===== src/rtl/wdk_pkg.sv =====
package wdk_pkg;

  localparam int REG_W   = 8;
  localparam int SEL_W   = 3;
  localparam int ADDR_W  = 2;

  localparam logic [REG_W-1:0] KEY_FIRST  = 8'hA5;
  localparam logic [REG_W-1:0] KEY_SECOND = 8'h5A;

  typedef enum logic [ADDR_W-1:0] {
    A_CTRL   = 2'd0,
    A_RELOAD = 2'd1,
    A_KEY1   = 2'd2,
    A_KEY2   = 2'd3
  } reg_addr_e;

  // Control fields; bit 1 (flag) lives outside the shadowed part.
  typedef struct packed {
    logic [SEL_W-1:0] sel;
    logic             run;
    logic             src;
  } ctl_t;

  function automatic ctl_t ctl_from(input logic [REG_W-1:0] b);
    ctl_t c;
    c.sel = b[7:5];
    c.run = b[2];
    c.src = b[0];
    return c;
  endfunction

  function automatic logic [REG_W-1:0] ctl_byte(input ctl_t c, input logic flag);
    return {c.sel, 2'b00, c.run, flag, c.src};
  endfunction

endpackage


===== src/rtl/wdk_feed_seq.sv =====
module wdk_feed_seq
  import wdk_pkg::*;
(
  input  logic              clk,
  input  logic              srst,
  input  logic              wr_en,
  input  logic [ADDR_W-1:0] wr_addr,
  input  logic [REG_W-1:0]  wr_data,
  output logic              feed_ok,
  output logic              seq_bad,
  output logic              pend
);

  logic armed;
  logic key1_hit;

  assign key1_hit = (wr_addr == A_KEY1) && (wr_data == KEY_FIRST);

  // Classify the current write against the sequence state.
  always_comb begin
    feed_ok = 1'b0;
    seq_bad = 1'b0;
    if (wr_en) begin
      if (armed) begin
        if ((wr_addr == A_KEY2) && (wr_data == KEY_SECOND)) feed_ok = 1'b1;
        else                                               seq_bad = 1'b1;
      end else if (wr_addr == A_KEY1) begin
        seq_bad = !key1_hit;
      end else if (wr_addr == A_KEY2) begin
        seq_bad = 1'b1;
      end else if (pend) begin
        seq_bad = 1'b1;
      end
    end
  end

  always_ff @(posedge clk) begin
    if (srst) begin
      armed <= 1'b0;
      pend  <= 1'b0;
    end else if (wr_en) begin
      armed <= !armed && key1_hit;
      if (feed_ok)                 pend <= 1'b0;
      else if (wr_addr == A_CTRL)  pend <= 1'b1;
    end
  end

endmodule


===== src/rtl/wdk_tick_gen.sv =====
module wdk_tick_gen
  import wdk_pkg::*;
#(
  parameter int PRE_W = 12,
  parameter int DIV_W = 5
) (
  input  logic             clk,
  input  logic             srst,
  input  logic             clr,
  input  logic             run,
  input  logic             src_osc,
  input  logic             pd,
  input  logic             osc_tick,
  input  logic [SEL_W-1:0] sel,
  output logic             dec
);

  localparam int N_TAP  = 1 << SEL_W;
  localparam int TAP_LO = PRE_W - N_TAP + 1;

  logic [DIV_W-1:0] div_q;
  logic [PRE_W-1:0] pre_q;
  logic [N_TAP-1:0] tap_hit;
  logic             src_tick;

  assign src_tick = src_osc ? osc_tick : ((&div_q) && !pd);

  // Tap k is hit when the low TAP_LO+k prescaler bits are all ones.
  for (genvar k = 0; k < N_TAP; k++) begin : g_tap
    assign tap_hit[k] = &pre_q[TAP_LO+k-1:0];
  end

  assign dec = run && src_tick && tap_hit[sel];

  always_ff @(posedge clk) begin
    if (srst || clr) begin
      div_q <= '0;
      pre_q <= '0;
    end else if (run) begin
      if (!pd)      div_q <= div_q + 1'b1;
      if (src_tick) pre_q <= pre_q + 1'b1;
    end
  end

endmodule


===== src/rtl/wdk_downcnt.sv =====
module wdk_downcnt #(
  parameter int               CNT_W   = 8,
  parameter logic [CNT_W-1:0] RST_VAL = '1
) (
  input  logic             clk,
  input  logic             srst,
  input  logic             load,
  input  logic [CNT_W-1:0] load_val,
  input  logic             dec,
  output logic [CNT_W-1:0] count,
  output logic             uflow
);

  assign uflow = dec && !load && (count == '0);

  always_ff @(posedge clk) begin
    if (srst)               count <= RST_VAL;
    else if (load || uflow) count <= load_val;
    else if (dec)           count <= count - 1'b1;
  end

endmodule


===== src/rtl/wdt_keyfeed.sv =====
module wdt_keyfeed
  import wdk_pkg::*;
#(
  parameter int               PRE_W      = 12,
  parameter int               DIV_W      = 5,
  parameter int               CNT_W      = 8,
  parameter logic [REG_W-1:0] RST_CTRL   = 8'hE4,
  parameter logic [CNT_W-1:0] RST_RELOAD = '1
) (
  input  logic              clk,
  input  logic              por,
  input  logic              rst,
  input  logic              wdt_en,
  input  logic              pd,
  input  logic              osc_tick,
  input  logic              wr_en,
  input  logic [ADDR_W-1:0] wr_addr,
  input  logic [REG_W-1:0]  wr_data,
  input  logic [ADDR_W-1:0] rd_addr,
  output logic [REG_W-1:0]  rd_data,
  output logic              rst_req,
  output logic              tmo_irq,
  output logic              tmo_flag
);

  logic             wr_go;
  logic             ctrl_wr;
  logic             feed_ok;
  logic             seq_bad;
  logic             pend;
  logic             dec;
  logic             uflow;
  ctl_t             act_ctl;
  ctl_t             sh_ctl;
  logic [CNT_W-1:0] reload_q;
  logic [CNT_W-1:0] count_q;

  assign wr_go   = wr_en && !rst;
  assign ctrl_wr = wr_go && (wr_addr == A_CTRL);

  wdk_feed_seq u_seq (
    .clk     (clk),
    .srst    (por || rst),
    .wr_en   (wr_go),
    .wr_addr (wr_addr),
    .wr_data (wr_data),
    .feed_ok (feed_ok),
    .seq_bad (seq_bad),
    .pend    (pend)
  );

  wdk_tick_gen #(
    .PRE_W (PRE_W),
    .DIV_W (DIV_W)
  ) u_tick (
    .clk      (clk),
    .srst     (por),
    .clr      (feed_ok),
    .run      (act_ctl.run),
    .src_osc  (act_ctl.src),
    .pd       (pd),
    .osc_tick (osc_tick),
    .sel      (act_ctl.sel),
    .dec      (dec)
  );

  wdk_downcnt #(
    .CNT_W   (CNT_W),
    .RST_VAL (RST_RELOAD)
  ) u_cnt (
    .clk      (clk),
    .srst     (por),
    .load     (feed_ok),
    .load_val (reload_q),
    .dec      (dec),
    .count    (count_q),
    .uflow    (uflow)
  );

  // Configuration state: survives rst, cleared only by por.
  always_ff @(posedge clk) begin
    if (por) begin
      act_ctl  <= ctl_from(RST_CTRL);
      sh_ctl   <= ctl_from(RST_CTRL);
      reload_q <= RST_RELOAD;
      tmo_flag <= 1'b0;
    end else begin
      if (ctrl_wr)                             sh_ctl   <= ctl_from(wr_data);
      if (wr_go && (wr_addr == A_RELOAD))      reload_q <= wr_data[CNT_W-1:0];
      if (feed_ok && pend)                     act_ctl  <= sh_ctl;
      if (uflow)                               tmo_flag <= 1'b1;
      else if (ctrl_wr && !wr_data[1])         tmo_flag <= 1'b0;
    end
  end

  // Event outputs, registered on the edge of their cause.
  always_ff @(posedge clk) begin
    if (por || rst) begin
      rst_req <= 1'b0;
      tmo_irq <= 1'b0;
    end else begin
      rst_req <= wdt_en && (seq_bad || uflow);
      tmo_irq <= !wdt_en && uflow;
    end
  end

  always_ff @(posedge clk) begin
    if (por) begin
      rd_data <= '0;
    end else begin
      unique case (rd_addr)
        A_CTRL:   rd_data <= ctl_byte(act_ctl, tmo_flag);
        A_RELOAD: rd_data <= REG_W'(reload_q);
        A_KEY1:   rd_data <= REG_W'(count_q);
        default:  rd_data <= ctl_byte(sh_ctl, tmo_flag);
      endcase
    end
  end

endmodule


===== config.mk =====
export PLATFORM = sky130hd
export DESIGN_NAME = wdt_keyfeed
export DESIGN_NICKNAME = d
export VERILOG_FILES = /design/src/rtl/wdk_pkg.sv /design/src/rtl/wdk_feed_seq.sv /design/src/rtl/wdk_tick_gen.sv /design/src/rtl/wdk_downcnt.sv /design/src/rtl/wdt_keyfeed.sv
export SDC_FILE = /design/constraint.sdc
export NUM_CORES = 1
export LEC_CHECK = 0
export ABC_CLOCK_PERIOD_IN_PS = 2940
export BUFFER_PORTS_ARGS = -buffer_cell sky130_fd_sc_hd__buf_4
export CORE_ASPECT_RATIO = 1.25
export CORE_MARGIN = 3
export CORE_UTILIZATION = 55
export DETAILED_ROUTE_END_ITERATION = 10
export PLACE_DENSITY_LB_ADDON = 0.2
export RECOVER_POWER = 100
export SLEW_MARGIN = 20
export SYNTH_ARGS = -nofsm -noshare
export SYNTH_HDL_FRONTEND = slang
export SYNTH_HIERARCHICAL = 1
export SYNTH_SLANG_ARGS = --single-unit

===== constraint.sdc =====
create_clock -name clk -period 2.94 [get_ports clk]
set_input_delay 0.441 -clock clk [delete_from_list [all_inputs] [get_ports clk]]
set_output_delay 0.441 -clock clk [all_outputs]
set_load 0.005 [all_outputs]

# After elaboration in Yosys (flattened, before gate mapping)
# Index checks and enable logic that the tools add are counted.
# word_totals
elab_cells	91
reg_bits	56
output_inout_bits	11
# op_classes
n_mux	19
eq_ne	7
n_reduce_logical	44
n_bitwise	1
n_lt_le_gt_ge	1
addsub	3
# ops
operator	count
one-hot mux 8 bit (3 select lines)	1
two-way mux 8 bit	2
logical AND 1 bit	15
two-way mux 1 bit	15
adder 12 x 1 -> 12 bit (second input constant)	1
AND reduction 12 bit	1
AND reduction 11 bit	1
AND reduction 10 bit	1
AND reduction 5 bit	2
AND reduction 9 bit	1
equality test 8 x 7 -> 1 bit (second input constant)	1
equality test 8 bit (second input constant)	1
zero test 8 bit	1
AND reduction 8 bit	1
subtractor 8 x 1 -> 8 bit (second input constant)	1
zero test 1 bit	7
AND reduction 7 bit	1
equality test 2 bit (second input constant)	3
AND reduction 2 bit	3
AND reduction 6 bit	1
nonzero test 2 bit	3
adder 5 x 1 -> 5 bit (second input constant)	1
equality test 2 x 1 -> 1 bit (second input constant)	2
zero test 2 bit	2
other kinds (4)	7

# Logic depth before layout (Yosys ltp)
# Gate-level depths: netlist of the first run.
# logic_depth
ltp_word	10
depth_mapped	10

# Modules after synthesis
# Netlist of the first run, hierarchy kept.
# by_module_without_submodules
mod	seq_area_each_um2	area_per_inst_um2	cells_each	n_inst
wdt_keyfeed	580.6	1133.6	117	1
wdk_tick_gen	340.3	924.6	101	1
wdk_downcnt	160.2	541.8	65	1
wdk_feed_seq	40.0	168.9	20	1

# Worst setup path before layout of the first run
# No wires, ideal clock.
# synth_timing
path_type	reg-to-reg
startpoint	reg u_tick.div_q[0]
endpoint	reg tmo_flag
synth_period_minus_slack_ns	2.590
arrival_time_ns	2.504
path_buffers	1
setup_time_ns	0.086
required_ns	2.854
stages_incl_launch_ff	11
slack_ns	0.350
cell_sequence	dfxtp_1 ha_1 and3_1 ha_1 nor3b_4 o21ai_2 a211oi_1 clkbuf_1 nor3b_1 nor2_1 a211oi_1
# synth_via
elab_chain_cells	8
elab_cells_between_ends	9
cone_classes	mux: 2; reduce/logical: 7
# synth_lines
item	line	text
from (decl)	wdk_tick_gen.sv:21	logic [DIV_W-1:0] div_q;
from (signal assigned)	wdk_tick_gen.sv:40	if (!pd) div_q <= div_q + 1'b1;
AND reduction 5 bit (*)	wdk_tick_gen.sv:26	assign src_tick = src_osc ? osc_tick : ((&div_q) && !pd);
logical AND 1 bit (*)	wdk_tick_gen.sv:26	
two-way mux 1 bit (*)	wdk_tick_gen.sv:26	
logical AND 1 bit (*) (2 in a row)	wdk_tick_gen.sv:33	assign dec = run && src_tick && tap_hit[sel];
named net dec	wdt_keyfeed.sv:31	logic dec;
logical AND 1 bit (*) (2 in a row)	wdk_downcnt.sv:14	assign uflow = dec && !load && (count == '0);
named net uflow	wdt_keyfeed.sv:32	logic uflow;
two-way mux 1 bit / nonzero test 2 bit (equally long branches)	n/a	
to (signal assigned)	wdt_keyfeed.sv:86	tmo_flag <= 1'b0;
to (signal assigned)	wdt_keyfeed.sv:91	if (uflow) tmo_flag <= 1'b1;
to (signal assigned)	wdt_keyfeed.sv:92	else if (ctrl_wr && !wr_data[1]) tmo_flag <= 1'b0;
to (decl)	wdt_keyfeed.sv:23	output logic tmo_flag
# Mark *: on every way through the listed nets, which the timed path passes. The rest lies on a longest branch.
# A chain may end at the register's enable or synchronous reset.

# Final worst setup path of the first run
# layout_timing
startpoint	reg u_tick.div_q[0]
endpoint	reg u_cnt.count[7]
# layout_via
elab_chain_cells	9
elab_cells_between_ends	10
cone_classes	mux: 2; reduce/logical: 8
# layout_lines
item	line	text
AND reduction 5 bit (*)	wdk_tick_gen.sv:26	
logical AND 1 bit (*)	wdk_tick_gen.sv:26	
two-way mux 1 bit (*)	wdk_tick_gen.sv:26	
logical AND 1 bit (*) (2 in a row)	wdk_tick_gen.sv:33	
named net dec	wdt_keyfeed.sv:31	
logical AND 1 bit (2 in a row)	wdk_downcnt.sv:14	
logical OR 1 bit	wdk_downcnt.sv:18	else if (load || uflow) count <= load_val;
two-way mux 8 bit / nonzero test 2 bit (equally long branches)	n/a	
to (signal assigned)	wdk_downcnt.sv:18	
to (signal assigned)	wdk_downcnt.sv:19	else if (dec) count <= count - 1'b1;
to (decl)	wdk_downcnt.sv:10	output logic [CNT_W-1:0] count,
# Marked as above.

==> results of run 1 <==
## state kept, by name, summed over array words and instances, names as in the netlist, 5 cells and up
name,cells
u_tick/pre_q,12
rd_data,8
reload_q,8
u_cnt/count,8
act_ctl,5
sh_ctl,5
u_tick/div_q,5
## synth_stat cells, types with 8 or more instances
cell and n:
nor2_1 36, dfxtp_1 56, mux2i_1 16, a21oi_1 19, nand2_1 13, nor3_1 15
xor2_1 8
## power by group
group          switching, W  internal [W]
Sequential       0.00000956      0.000774
Clock              0.000251      0.000191
Combinational     0.0000521     0.0000473
Total              0.000312       0.00101
## per-stage QoR
| step | hold WS, ns | power [W] | worst slack [ns] | std cells |
|---|---|---|---|---|
| CTS | 0.2740 | 0.001346 | 0.3086 | 391 |
| global placement | 0.4718 | 0.0009044 | 0.4235 | 383 |
| floorplan | 0.4524 | 0.0008539 | 0.3503 | 303 |
| global route | 0.2815 | 0.001374 | 0.1060 | 391 |
| detailed placement | 0.4906 | 0.0009069 | 0.3415 | 383 |
| finish | 0.2809 | 0.001324 | 0.2625 | 391 |
## cells by family (layout without fill, tap and decap cells)
kind of cell / after synthesis / count (layout) / synth area share
and+or+nand+nor: 125 / 125 / 0.2662
AOI/OAI and AO/OA: 64 / 64 / 0.1577
DFF: 56 / 56 / 0.4049
buffers and inverters: 21 / 49 / 0.03660
muxes: 17 / 17 / 0.06191
xor gates and xnor gates: 13 / 13 / 0.04112
adders and majority gates: 7 / 7 / 0.03163
## worst min-delay path by stage
stage	startpoint	to	slack, ns	depth (start not counted)
after floorplan	u_tick/pre_q[9]	u_tick/pre_q[9]	0.45	2
after global placement	u_tick/pre_q[9]	u_tick/pre_q[9]	0.47	2
after detailed placement	u_tick/pre_q[9]	u_tick/pre_q[9]	0.49	2
after CTS	wdt_en	tmo_irq	0.27	2
after global routing	wdt_en	tmo_irq	0.28	2
final	wdt_en	tmo_irq	0.28	2
## worst max-delay path: cells and delay by family, from the launching register on
kind,cells,cell delay [ns]
adder cells (fa/ha/maj),2,0.31
AND/OR/NAND/NOR,3,0.96
flip-flops,1,0.39
AO/OA/AOI/OAI,5,0.93
## final cells by class
type | count | area, um^2
Clock buffer | 6 | 82.58
Clock inverter | 2 | 15.01
Fill cell | 415 | 1712
Inverter | 7 | 26.28
Multi-Input combinational cell | 226 | 1528
Sequential cell | 56 | 1121
Tap cell | 60 | 75.07
Timing Repair Buffer | 34 | 240.2
## metal layers
layer / wire length, um / up-vias
met3: 209 / 8
li1: - / 1167
met4: 100 / 0
met5: 0 / -
met2: 3281 / 44
met1: 2513 / 1078
==> impl_metrics.ini, run 1 <==
[timing]
fin_crit_ns = 2.678
tns_ns = 0
maxSlewViolCount = 11
post-route-period-util = 0.9107
finalClockSkew_ns = 0.007194
rsz0062_at_grt = false
tightest_slew_ns = 1.760
setup_viol = 0
hold_viol = 0
clock.fmax_mhz = 373.5
max_slew_margin = -0.1901

[clocking]
cts_buffers = 5
clkTransAtPathRegs_ns = 0.10
cts_tree = done
ctsResizeCount = 0
post_cts.repair.setup_buffers = 0
cts_root_buf = clkbuf_8
cts_hold_buf = 0
cts.sink_count = 56
cts_buffer_depth = 2
h-tree-depth = 2
clk_latency_ns = 0.31

[floorplan]
ioPinCount = 30
fp.dieW_um = 69.46
die_area_um2 = 5927
initial_core_util = 0.5769
die_h_um = 85.33
coreArea_um2 = 4800
std_cell_rows = 28

[drt]
drt-initial-drc-count = 98
drc_errors = 0
firstDrtPassIters = 4
wirelength_mm = 6.104
ant_nets = 0
num_vias = 2297
wl_per_cell_um = 15.61
avgViaCountPerCell = 5.875

[status]
status = finished, violations left
violations = max-capacitance violations, max-slew violations

[finish]
final_common_cell = dfxtp_1
final_nets = 356
final_cell_mix = 56 x dfxtp_1, 36 x nor2_1, 20 x buf_4
layout-drive-gt1-share = 0.1511
area_growth_pct = 11.52
final_area_um2 = 3088
diodes = 0
finalCoreUtilization = 0.6434

[placed_design]
io_buffers = 29
placed_area_um2 = 3024
gp_congestion = 0.8688
dp_hpwl_mm = 4.466

[worst_setup_path]
crit_chain = ha_1 > and3_1 > ha_1 > nor3b_4 > o21ai_2 > a211oi_1 > nor4b_1 > a32o_1 > a22o_1 > a21oi_1
cp_slowest_cell = nor4b_1
cp.required_ns = 3.14
crit_path_start_kind = flip-flop
r2r-start = u_tick/div_q[0]
cp-end-kind = flip-flop
crit_path_frequent_cell = ha_1
slowest_delay_ns = 0.46
ff2ff_setup_slack_ns = 0.26
r2r-end = u_cnt/count[7]
ff2ff_path_depth = 10
startpoint = u_tick/div_q[0]
worstPathArrival_ns = 2.88
critPathMaxFanout = 6
cp-endpoint = u_cnt/count[7]
crit_type = reg -> reg

[hold_path]
worstHoldPathType = in -> reg

[logic_synthesis]
synth.distinct_cells = 57
netlist_top_cells_area = dfxtp_1 40%, mux2i_1 5.8%, nor2_1 4.9%
syn_inst = 303
yosysTopAreaCellShare = 0.4049
synthFlopType = dfxtp_1
synthArstFlopShare = 0
avgSynthCellArea_um2 = 9.138
yosysWarnings = 6
syn-num-nets = 329
synth_area_um2 = 2769
yosysTopAreaCell = dfxtp_1
ys_seq_elements = 56
synth_seq_area_share = 0.4049
synth_edf_count = 0

[power]
p_leak_nw = 1.209
ir_drop_v = 0.0003091
power.density_nw_per_um2 = 428.9

[global_route]
grt_overflow = 0
antenna_found_initial = 0
track_usage = 0.2154
grt_pass1_wl_mm = 10.30
grt_util_met2 = 0.4028
first_global_vias = 2201
grt_busiest_layer = met2
use_met3 = 0.03673
gr-usage-met1 = 0.2408
grt_max_degree = 41

[run]
maxCapViolations = 1
(Power assumes the default switching activity.)
==> run 2: changes to the inputs <==
--- a/config.mk
+++ b/config.mk
@@ -11,6 +11,7 @@
 export CORE_MARGIN = 3
 export CORE_UTILIZATION = 55
 export DETAILED_ROUTE_END_ITERATION = 10
+export GPL_TIMING_DRIVEN = 0
 export PLACE_DENSITY_LB_ADDON = 0.2
 export RECOVER_POWER = 100
 export SLEW_MARGIN = 20
==> impl_metrics.ini, run 2 (synthesis results as in run 1) <==
[floorplan]
coreArea_um2 = 4800
std_cell_rows = 28
ioPinCount = 30
die_area_um2 = 5927
fp.dieW_um = 69.46
initial_core_util = 0.5769
die_h_um = 85.33

[finish]
layout-drive-gt1-share = 0.1765
finalCoreUtilization = 0.6601
multiInputGateArea_um2 = 1551
final_common_cell = dfxtp_1
largest_register = u_tick/pre_q
diodes = 0
final_nets = 365
largest_reg_flops = 12
final_area_um2 = 3168
register_area_um2 = 1121
num-fill-cells = 402
final_cell_mix = 56 x dfxtp_1, 36 x nor2_1, 19 x a21oi_1
area_growth_pct = 14.41

[placed_design]
io_buffers = 29
placed_area_um2 = 3062
gp_congestion = 0.8409
dp_hpwl_mm = 4.555

[power]
power.density_nw_per_um2 = 439.5
p_leak_nw = 1.243
ir_drop_v = 0.0003800

[timing]
fin_crit_ns = 2.735
hold_viol = 0
clock.fmax_mhz = 365.6
finalClockSkew_ns = 0.006626
setup_viol = 0
rsz0062_at_grt = false
maxSlewViolCount = 11
tightest_slew_ns = 1.685
max_slew_margin = -0.1390
post-route-period-util = 0.9303

[global_route]
grt_max_degree = 18
antenna_found_initial = 0
track_usage = 0.2115
grt_overflow = 0
grt_pass1_wl_mm = 10.29
first_global_vias = 2300

[hold_path]
worstHoldPathType = in -> reg
min_from = wdt_en
hold_depth = 2

[clocking]
cts.sink_count = 56
post_cts.repair.setup_buffers = 0
clkTransAtPathRegs_ns = 0.10
clk_latency_ns = 0.31
cts_tree = done
cts_buffer_depth = 2
cts_root_buf = clkbuf_8
cts_buffers = 5
h-tree-depth = 2

[drt]
num_vias = 2346
ant_nets = 0
wl_per_cell_um = 15.08
wirelength_mm = 6.033
avgViaCountPerCell = 5.865
drc_errors = 0
firstDrtPassIters = 4
drt-initial-drc-count = 91

[worst_setup_path]
worstPathArrival_ns = 2.96
r2r-start = u_tick/div_q[0]
startpoint = u_tick/div_q[0]
cp.required_ns = 3.17
crit_type = reg -> reg
critPathMaxFanout = 10
cp-end-kind = flip-flop
ff2ff_path_depth = 10
crit_path_start_kind = flip-flop

[status]
violations = max-capacitance violations, max-slew violations
status = finished, violations left

[run]
maxCapViolations = 1
==> run 2: per-layer routing <==
layer,global-route usage,vias up,wire (um)
li1,-,1188,-
met1,0.2421,1096,2557
met2,0.3898,50,3129
met3,0.03199,12,214
met4,0.08526,0,131
met5,0,-,0
==> run 2: cell type report <==
| type | instances | share of cell area |
|---|---|---|
| clock inverters | 3 | 0.01343 |
| plain buffers | 14 | 0.02172 |
| clock buffers | 5 | 0.02172 |
| well taps | 60 | 0.02370 |
| multi-input cells | 226 | 0.4897 |
| flip-flops and latches | 56 | 0.3539 |
| repair buffers | 29 | 0.06754 |
| inverters | 7 | 0.008294 |
==> run 2: timing repair <==
item	CTS	global route
hold buffers	0	0
setup endpoints to repair	6	2
resized for setup	3	2
==> run 2: final timing paths <==
kind              slack, ns         endpoint
setup / recovery       0.20         tmo_flag
setup reg to reg       0.20         tmo_flag
hold / removal         0.29          tmo_irq
hold reg to reg        0.49  u_tick/pre_q[9]
==> run 2: power breakdown <==
group | switching (W) | internal (W)
clock network | 0.000252 | 0.000252
logic | 0.0000536 | 0.0000507
registers | 0.00000993 | 0.000774
total | 0.000315 | 0.00108
==> run 2: stage by stage <==
stage / setup WS, ns / instances / power (W) / setup TNS, ns / hold slack (ns)
CTS: 0.1049 / 400 / 0.001410 / 0 / 0.2814
global route: 0.01722 / 400 / 0.001445 / 0 / 0.2883
floorplan: 0.3503 / 303 / 0.0008539 / 0 / 0.4524
global placement: -0.3297 / 392 / 0.0009078 / -0.9091 / 0.4649
detailed placement: -0.3310 / 392 / 0.0009100 / -0.8638 / 0.4818
finish: 0.2049 / 400 / 0.001392 / 0 / 0.2877
==> run 2: worst max-delay path, stage by stage, from the launching register on <==
cell and delay [ns]:
dfxtp_1 0.39, ha_1 0.17, and3_1 0.16, ha_1 0.14
nor3b_4 0.33, o21ai_2 0.21, a211oi_4 0.32, clkbuf_2 0.28
nor3b_2 0.32, nor2_1 0.09, a211oi_1 0.24
